<file path="src/rtl/wbsa_pkg.sv">
`timescale 1ns/1ps
package wbsa_pkg;
   // index width for a range of n values, never below one bit
   function automatic int unsigned idx_bits(input int unsigned n);
      return (n > 1) ? $clog2(n) : 1;
   endfunction

   // width able to hold the values 0..n
   function automatic int unsigned cnt_bits(input int unsigned n);
      return $clog2(n + 1);
   endfunction
endpackage

</file>
<file path="src/rtl/wbsa_search.sv">
`timescale 1ns/1ps
module wbsa_search
   import wbsa_pkg::*;
#(
   parameter int unsigned WB_WIDTH = 2,
   parameter int unsigned WB_DEPTH = 4,
   localparam int unsigned CAP    = WB_WIDTH * WB_DEPTH,
   localparam int unsigned IDX_W  = idx_bits(CAP),
   localparam int unsigned CYC_W  = idx_bits(WB_DEPTH),
   localparam int unsigned PORT_W = idx_bits(WB_WIDTH)
) (
   input  logic [CAP-1:0]    busy_i,
   input  logic [IDX_W-1:0]  start_i,
   output logic              found_o,
   output logic [IDX_W-1:0]  idx_o,
   output logic [CYC_W-1:0]  cyc_o,
   output logic [PORT_W-1:0] port_o
);
   logic [CAP-1:0] elig;

   // a slot is a candidate when free and not behind the start point
   for (genvar i = 0; i < CAP; i++) begin : g_elig
      assign elig[i] = !busy_i[i] && (IDX_W'(i) >= start_i);
   end

   // ports of a cycle first, then the next cycle: lowest index wins
   always_comb begin
      found_o = 1'b0;
      idx_o   = '0;
      cyc_o   = '0;
      port_o  = '0;
      for (int c = 0; c < int'(WB_DEPTH); c++) begin
         for (int p = 0; p < int'(WB_WIDTH); p++) begin
            if (!found_o && elig[c*WB_WIDTH + p]) begin
               found_o = 1'b1;
               idx_o   = IDX_W'(c*WB_WIDTH + p);
               cyc_o   = CYC_W'(c);
               port_o  = PORT_W'(p);
            end
         end
      end
   end
endmodule

</file>
<file path="src/rtl/wbsa_counters.sv">
`timescale 1ns/1ps
module wbsa_counters
   import wbsa_pkg::*;
#(
   parameter int unsigned WB_WIDTH = 2,
   parameter int unsigned WB_DEPTH = 4,
   localparam int unsigned CYC_W = idx_bits(WB_DEPTH),
   localparam int unsigned CNT_W = cnt_bits(WB_WIDTH)
) (
   input  logic                      clk,
   input  logic                      rst_n,
   input  logic                      clr_i,
   input  logic                      inc_i,
   input  logic [CYC_W-1:0]          inc_cyc_i,
   output logic [WB_DEPTH*CNT_W-1:0] cnt_o
);
   for (genvar c = 0; c < WB_DEPTH; c++) begin : g_cnt
      logic [CNT_W-1:0] cnt_q;
      logic [CNT_W-1:0] base;
      logic             bump;

      assign base = clr_i ? '0 : cnt_q;
      assign bump = inc_i && (inc_cyc_i == CYC_W'(c));

      always_ff @(posedge clk) begin
         if (!rst_n) cnt_q <= '0;
         else        cnt_q <= bump ? base + CNT_W'(1) : base;
      end

      assign cnt_o[c*CNT_W +: CNT_W] = cnt_q;
   end
endmodule

</file>
<file path="src/rtl/wb_slot_alloc.sv">
`timescale 1ns/1ps
module wb_slot_alloc
   import wbsa_pkg::*;
#(
   parameter int unsigned WB_WIDTH = 2,
   parameter int unsigned WB_DEPTH = 4,
   parameter int unsigned TAG_W    = 8,
   localparam int unsigned CAP    = WB_WIDTH * WB_DEPTH,
   localparam int unsigned IDX_W  = idx_bits(CAP),
   localparam int unsigned CYC_W  = idx_bits(WB_DEPTH),
   localparam int unsigned PORT_W = idx_bits(WB_WIDTH),
   localparam int unsigned CNT_W  = cnt_bits(WB_WIDTH)
) (
   input  logic                      clk,
   input  logic                      rst_n,
   input  logic                      clr_i,
   input  logic                      req_i,
   input  logic [TAG_W-1:0]          tag_i,
   input  logic [CAP-1:0]            occ_i,
   output logic                      gnt_o,
   output logic                      ovf_o,
   output logic [CYC_W-1:0]          gnt_cyc_o,
   output logic [PORT_W-1:0]         gnt_port_o,
   output logic [TAG_W-1:0]          gnt_tag_o,
   output logic [WB_DEPTH*CNT_W-1:0] cnt_o
);
   // elaboration-time parameter checks
   if (WB_WIDTH < 1) begin : g_bad_width
      $error("wb_slot_alloc: WB_WIDTH must be at least 1");
   end
   if (WB_DEPTH < 1) begin : g_bad_depth
      $error("wb_slot_alloc: WB_DEPTH must be at least 1");
   end
   if (TAG_W < 1) begin : g_bad_tag
      $error("wb_slot_alloc: TAG_W must be at least 1");
   end

   logic [IDX_W-1:0]  cursor_q;
   logic [CAP-1:0]    placed_q;
   logic [IDX_W-1:0]  cursor_eff;
   logic [CAP-1:0]    placed_eff;
   logic [CAP-1:0]    busy;
   logic              found;
   logic [IDX_W-1:0]  hit_idx;
   logic [CYC_W-1:0]  hit_cyc;
   logic [PORT_W-1:0] hit_port;
   logic              hit;
   logic [CAP-1:0]    hit_mask;

   // a clear in this cycle already governs this cycle's search
   assign cursor_eff = clr_i ? '0 : cursor_q;
   assign placed_eff = clr_i ? '0 : placed_q;
   assign busy       = occ_i | placed_eff;

   wbsa_search #(
      .WB_WIDTH (WB_WIDTH),
      .WB_DEPTH (WB_DEPTH)
   ) u_search (
      .busy_i  (busy),
      .start_i (cursor_eff),
      .found_o (found),
      .idx_o   (hit_idx),
      .cyc_o   (hit_cyc),
      .port_o  (hit_port)
   );

   assign hit      = req_i && found;
   assign hit_mask = hit ? (CAP'(1) << hit_idx) : '0;

   // cursor and granted-slot record
   always_ff @(posedge clk) begin
      if (!rst_n) begin
         cursor_q <= '0;
         placed_q <= '0;
      end else begin
         cursor_q <= hit ? hit_idx : cursor_eff;
         placed_q <= placed_eff | hit_mask;
      end
   end

   // registered response
   always_ff @(posedge clk) begin
      if (!rst_n) begin
         gnt_o      <= 1'b0;
         ovf_o      <= 1'b0;
         gnt_cyc_o  <= '0;
         gnt_port_o <= '0;
         gnt_tag_o  <= '0;
      end else begin
         gnt_o      <= hit;
         ovf_o      <= req_i && !found;
         gnt_cyc_o  <= hit ? hit_cyc  : '0;
         gnt_port_o <= hit ? hit_port : '0;
         gnt_tag_o  <= hit ? tag_i    : '0;
      end
   end

   wbsa_counters #(
      .WB_WIDTH (WB_WIDTH),
      .WB_DEPTH (WB_DEPTH)
   ) u_counters (
      .clk       (clk),
      .rst_n     (rst_n),
      .clr_i     (clr_i),
      .inc_i     (hit),
      .inc_cyc_i (hit_cyc),
      .cnt_o     (cnt_o)
   );
endmodule

</file>
<file path="config.mk">
export PLATFORM = sky130hd
export DESIGN_NAME = wb_slot_alloc
export DESIGN_NICKNAME = d
export VERILOG_FILES = /design/src/rtl/wbsa_pkg.sv /design/src/rtl/wbsa_search.sv /design/src/rtl/wbsa_counters.sv /design/src/rtl/wb_slot_alloc.sv
export SDC_FILE = /design/constraint.sdc
export NUM_CORES = 1
export LEC_CHECK = 0
export BUFFER_PORTS_ARGS = -buffer_cell sky130_fd_sc_hd__buf_4
export CAP_MARGIN = 15
export CORE_AREA = 2 2 70 72
export CTS_BUF_LIST = sky130_fd_sc_hd__clkbuf_2
export DETAILED_ROUTE_END_ITERATION = 10
export DIE_AREA = 0 0 72 74
export GPL_TIMING_DRIVEN = 0
export PLACE_DENSITY = 0.6
export SKIP_CTS_REPAIR_TIMING = 1
export SYNTH_ARGS = -nofsm -noshare
export SYNTH_HDL_FRONTEND = slang
export SYNTH_SLANG_ARGS = --single-unit
</file>
<file path="constraint.sdc">
create_clock -name clk -period 3.7 [get_ports clk]
set_clock_uncertainty 0.05 [all_clocks]
set_input_delay 0.555 -clock clk [delete_from_list [all_inputs] [get_ports clk]]
set_output_delay 0.555 -clock clk [all_outputs]
set_load 0.02 [all_outputs]
</file>
==> impl_metrics.tcl, run 1 <==
set metrics [dict create \
    outcome "completed" \
    fp.dieW_um 72 \
    coreArea_um2 4600 \
    holdCritPathClass "input port to flop" \
    p_leak_nw 0.743 \
    worstPathArrival_ps 2670 \
    dp_hpwl_um 2250 \
    clkTransAtPathRegs_ps 170 \
    worst_pin_slew_ps 634 \
    critical_path_class "flop to flop" \
    critPathRequiredTime_ps 3920 \
    grt_pass1_vias 999 \
    setup_violations 0 \
    cts_max_level 2 \
    die_h_um 74 \
    dr_total_vias 1139 \
    synth_nets 160 \
    tns_ps 0 \
    routed_via_density 4.71 \
    cap_violations 0 \
    p_sw_mw 0.178 \
    final_common_cell "buf_4" \
    syn_to_final_growth_pct 31.0 \
    combinationalPowerShare_pct 16.7 \
    cts_tree "yes" \
    swShare_pct 28.4 \
    cts_buffer_depth 2 \
    fin_crit_sh_pct 66.3 \
    drc 0 \
    power.internal_mw 0.448 \
    antenna_found_initial 0 \
    critical-path-slowest-cell "dfxtp_1" \
    dieArea_um2 5330 \
    root_buffer "clkbuf_2" \
    drtIter0Drc 75 \
    final_cell_mix "buf_4 (40), dfxtp_1 (32), nor2_1 (18)" \
    pwr-share-clk_pct 24.9 \
    io_pins 41 \
    place.gp.congestion 0.876 \
    start_util_pct 28.6 \
    synth_async_sr_flop_share_pct 0 \
    max-vdd-ir-drop_v 0.000221 \
    synth-seq-cells 32 \
    min_period_ps 2450 \
    grt_pass1_wl_um 4660 \
    maxSlewViolCount 0 \
    wl_um 2950 \
    rows 25 \
    cellPowerDensity_nw_per_um2 364 \
    power_frac_seq_pct 58.4 \
    cp-end-kind "flop" \
    path_max_fanout 8 \
    cts_buffers 5 \
    yosys_warnings 0 \
    port_buffers 40 \
    grt_overflow 0 \
    ys_types 38 \
    first_pass_iters 4 \
    clk_latency_ps 370 \
    detail-route-antenna-nets 0 \
    crit_chain "nor3_1, a221o_1, or2_1, buf_2, o32a_1, and2_1, a22o_1" \
    grt_max_degree 11 \
    rsz0062_at_grt "no" \
    synth-seq-area-share_pct 48.8 \
    grt_usage_pct 11.5 \
    syn_area_um2 1310 \
    postSynthAreaPerCell_um2 9.38 \
    clock_sinks 32 \
    wl_per_cell_um 12.2 \
    synthCells 140 \
    holdWs_ps 313 \
    synth-edff-count 0 \
    max_stage_delay_ps 500 \
    ys.flop_type "dfxtp_1" \
    startpoint_type "flop" \
    layout-drive-gt1-share_pct 30.3 \
    hold_violations 0 \
    max_freq_ghz 0.408 \
    slew_headroom_pct 57.1 \
    finalNetCount 207 \
    n_antenna_cell 0 \
]
[worst paths after layout]
kind / from / end / slack [ps] / depth (start not counted)
setup / recovery: cursor_q[2]$_SDFF_PN0_ / placed_q[0]$_SDFF_PN0_ / 1250 / 7
hold / removal: tag_i[1] / gnt_tag_o[1]$_SDFF_PN0_ / 310 / 2
setup reg to reg: cursor_q[2]$_SDFF_PN0_ / placed_q[0]$_SDFF_PN0_ / 1250 / 7
hold reg to reg: placed_q[2]$_SDFF_PN0_ / placed_q[2]$_SDFF_PN0_ / 450 / 1
[worst max-delay path, delay by kind of cell, from the launching register on]
| kind | cells | cell delay (ps) |
|---|---|---|
| AO/OA/AOI/OAI | 3 | 1050 |
| flip-flops | 1 | 500 |
| buffers and inverters | 1 | 170 |
| AND/OR/NAND/NOR | 3 | 590 |
[cells by family after synthesis]
group,share of synthesized area [%]
simple gates,23.3
mux,0.857
compound gates,19.7
flops,48.8
xor+xnor,4.67
buf+inv,2.67
[metrics by stage]
stage / instances / cell area [um2] / utilization, % / worst slack (ps) / total power [mW]
2_1_floorplan: 140 / 1310 / - / 1440 / 0.433
3_3_place_gp: 234 / 1680 / 36.6 / 1130 / 0.477
3_5_place_dp: 234 / 1680 / 36.6 / 1120 / 0.477
4_1_cts: 242 / 1720 / 37.4 / 1250 / 0.634
5_1_grt: 242 / 1720 / 37.4 / 1090 / 0.657
6_report: 242 / 1720 / 37.4 / 1250 / 0.625
[sequential cells by signal, summed over array words and instances, names as in the netlist]
| name | count |
|---|---|
| placed_q | 8 |
| u_counters.g_cnt.cnt_q | 8 |
| gnt_port_o | 1 |
| cursor_q | 3 |
| gnt_o | 1 |
| gnt_cyc_o | 2 |
| gnt_tag_o | 8 |
| ovf_o | 1 |
[synth_stat cells, types with 2 or more instances]
cell	count	area, um2
dfxtp_1	32	641
nor2_1	18	67.6
and2_1	10	62.6
nand2_1	9	33.8
a21oi_1	7	35.0
a22o_1	6	52.6
inv_1	6	22.5
nor2b_1	6	37.5
xnor2_1	4	35.0
xor2_1	3	26.3
a211oi_1	2	15.0
a21boi_0	2	15.0
a31o_2	2	17.5
clkbuf_1	2	7.51
nand3_1	2	10.0
nor3_1	2	10.0
nor4_1	2	12.5
o21ai_0	2	10.0
o21bai_1	2	15.0
o32a_1	2	20.0
or2_2	2	12.5
[power groups by stage]
stage	Combinational (mW)	Clock, mW	Sequential [mW]
floorplan	0.0530	0	0.380
global placement	0.104	0	0.372
detailed placement	0.105	0	0.373
CTS	0.105	0.164	0.365
global route	0.114	0.176	0.367
finish	0.104	0.156	0.365
[per-layer routing]
| metal | vias to the layer above | part of all wire [%] | track usage (%) |
|---|---|---|---|
| li1 | 583 | - | - |
| met1 | 519 | 48 | 15.3 |
| met2 | 31 | 43 | 16.7 |
| met3 | 6 | 7.2 | 4.74 |
| met4 | 0 | 1.5 | 4.40 |
| met5 | - | 0 | 0 |
[final cells by class]
class | instances | area [um2]
fillers | 492 | 2880
flip-flops and latches | 32 | 641
multi-input cells | 99 | 638
repair buffers | 40 | 300
well taps | 54 | 67.6
clock buffers | 5 | 25.0
inverters | 6 | 22.5
clock inverters | 3 | 13.8
plain buffers | 3 | 12.5
(Power assumes the default switching activity.)
==> inputs of run 2 (changes only) <==
- ABC_AREA: default -> 1
- CORE_AREA: 2 2 70 72 -> 2 2 73 75
- DIE_AREA: 0 0 72 74 -> 0 0 75 77
- PLACE_DENSITY: 0.6 -> 0.62
- clock period: 3.7 -> 2 ns (I/O delays scaled with it)
==> impl_metrics.tcl, run 2 <==
set metrics [dict create \
    combinationalPowerShare_pct 17.7 \
    holdPathStages 3 \
    reg2reg_slack_ps 180 \
    maxSlewViolCount 0 \
    fin_crit_sh_pct 91.1 \
    cts_buffer_depth 2 \
    hold_violations 0 \
    routed_via_density 4.28 \
    post-place-ws_ps -65.5 \
    synth_top_family_by_area "simple AND/OR/NAND/NOR gates" \
    p_leak_nw 0.921 \
    ys_types 27 \
    worstPathArrival_ps 2030 \
    layout-drive-gt1-share_pct 26.3 \
    min_period_ps 1820 \
    min_from "tag_i[6]" \
    wl_per_cell_um 10.2 \
    drtIter0Drc 39 \
    fin_ws_ps 179 \
    synth-simple-area-share_pct 31.3 \
    p_sw_mw 0.331 \
    critPathRequiredTime_ps 2210 \
    max_freq_ghz 0.549 \
    start_util_pct 29.5 \
    drc 0 \
    detail-route-antenna-nets 0 \
    swShare_pct 28.9 \
    grt_overflow 0 \
    worst_pin_slew_ps 491 \
    synthCells 208 \
    dr_total_vias 1391 \
    die_h_um 77 \
    cts_buffers 5 \
    finalNetCount 275 \
    syn_area_um2 1470 \
    reg2reg_depth 12 \
    fp.dieW_um 75 \
    synth_compound_area_share_pct 11.4 \
    grt_usage_pct 12.2 \
    slew_headroom_pct 67.3 \
    path_max_fanout 10 \
    synth-seq-area-share_pct 43.6 \
    final_cell_mix "nand2_1 (51), buf_4 (41), inv_1 (30), dfxtp_1 (30), nor2_1 (26)" \
    fin_util_pct 38.0 \
    wl_um 3330 \
    cp-end-kind "flop" \
    final_common_cell "nand2_1" \
    dp_cells 318 \
    synth-xor-area-share_pct 2.39 \
    r2r-start "cursor_q[2]$_SDFF_PN0_" \
    root_buffer "clkbuf_2" \
    hold_end "gnt_tag_o[6]$_SDFF_PN0_" \
    dieArea_um2 5780 \
    cellPowerDensity_nw_per_um2 605 \
    grt_max_degree 11 \
    coreArea_um2 4980 \
    muxShareOfSynthArea_pct 0 \
    place.gp.congestion 0.911 \
    yosys-top-cells-count "nand2_1 (51), dfxtp_1 (32), inv_1 (30), nor2_1 (26), a21oi_1 (21)" \
    holdWs_ps 96.8 \
    finish.instance_area_um2 1890 \
    synth_async_sr_flop_share_pct 0 \
    reg.largest.list "gnt_tag_o: 8 flops, placed_q: 8 flops, u_counters.g_cnt.cnt_q: 8 flops" \
    yosys_warnings 0 \
    max-vdd-ir-drop_v 0.000378 \
    synth-edff-count 0 \
    clock_sinks 32 \
    clkTransAtPathRegs_ps 150 \
    dpl-instance-area_um2 1860 \
    antenna_found_initial 0 \
    syn_to_final_growth_pct 28.8 \
    instances_no_fill 325 \
    grt_pass1_wl_um 5430 \
    ys.flop_type "dfxtp_1" \
    setup_violations 0 \
    synth_top_area_share_pct 43.6 \
    synth_nets 228 \
    cap_violations 0 \
    port_buffers 40 \
    first_pass_iters 4 \
    cts_max_level 2 \
    pwr-share-clk_pct 23.9 \
    grt_pass1_vias 1213 \
    rsz0062_at_grt "no" \
    n_antenna_cell 0 \
    cts_tree "yes" \
    critical_path_class "flop to flop" \
    synth_top_cell_by_area "dfxtp_1" \
    power_frac_seq_pct 58.4 \
    postSynthAreaPerCell_um2 7.06 \
    reg2reg_to "u_counters.g_cnt[0].cnt_q[0]$_SDFF_PN0_" \
    rows 26 \
    clk_latency_ps 350 \
    power.internal_mw 0.814 \
    synth-seq-cells 32 \
    synth_most_common_cell "nand2_1" \
    startpoint_type "flop" \
    dp_hpwl_um 2570 \
    synthAdderAreaFrac_pct 0 \
    holdCritPathClass "input port to flop" \
    io_pins 41 \
    outcome "completed" \
    synth_area_leaders "dfxtp_1 (44%), nand2_1 (13%), inv_1 (7.7%)" \
]
-- run 2: cells by family (layout without fill, tap and decap cells) --
group,count (synthesis),count (layout)
xor+xnor,4,4
flops,32,32
simple gates,103,103
buf+inv,39,86
compound gates,30,30
-- run 2: power by group through the flow --
stage          sequential (mW)  combinational (mW)  clock [mW]
3_3_place_gp             0.682               0.203           0
2_1_floorplan            0.698               0.108           0
4_1_cts                  0.669               0.206       0.295
5_1_grt                  0.671               0.226       0.318
3_5_place_dp             0.682               0.205           0
6_report                 0.668               0.203       0.273
-- run 2: worst max-delay path by stage --
stage                           start                                 endpoint  depth (start not counted)
2_1_floorplan                   clr_i  u_counters.g_cnt[0].cnt_q[0]$_SDFF_PN0_                         13
3_3_place_gp                    clr_i  u_counters.g_cnt[0].cnt_q[0]$_SDFF_PN0_                         13
3_5_place_dp                    clr_i  u_counters.g_cnt[0].cnt_q[0]$_SDFF_PN0_                         13
4_1_cts        cursor_q[2]$_SDFF_PN0_  u_counters.g_cnt[0].cnt_q[0]$_SDFF_PN0_                         12
5_1_grt        cursor_q[2]$_SDFF_PN0_  u_counters.g_cnt[0].cnt_q[0]$_SDFF_PN0_                         12
6_report       cursor_q[2]$_SDFF_PN0_  u_counters.g_cnt[0].cnt_q[0]$_SDFF_PN0_                         12
-- run 2: layout make-up --
cell class	count	area, um2
fill	534	3090
multi-input combinational	137	663
sequential	32	643
timing repair buffer	40	300
inverter	34	128
tap	70	87.6
buffer	5	37.5
clock buffer	5	25.0
clock inverter	2	7.51
-- run 2: per-layer routing --
metal	vias up	GRT usage (%)	share of wire (%)
li1	742	-	-
met1	607	15.1	44
met2	34	19.2	49
met3	8	3.94	5.4
met4	0	5.00	1.9
met5	-	0	0
-- run 2: critical path: stages (launching register included) --
cell and delay (ps):
dfxtp_2 400, nand2_2 80, nand2_2 90, nand2_1 70
nand2_1 80, nand2_1 60, nor2_2 160, nand4_2 140
nor2_4 180, nor2_8 70, buf_6 150, a21oi_1 140
nor2_1 60
-- run 2: stage by stage --
step,total power [mW],setup TNS [ps]
2_1_floorplan,0.806,0
3_3_place_gp,0.885,-195
3_5_place_dp,0.887,-642
4_1_cts,1.17,0
5_1_grt,1.22,0
6_report,1.14,0
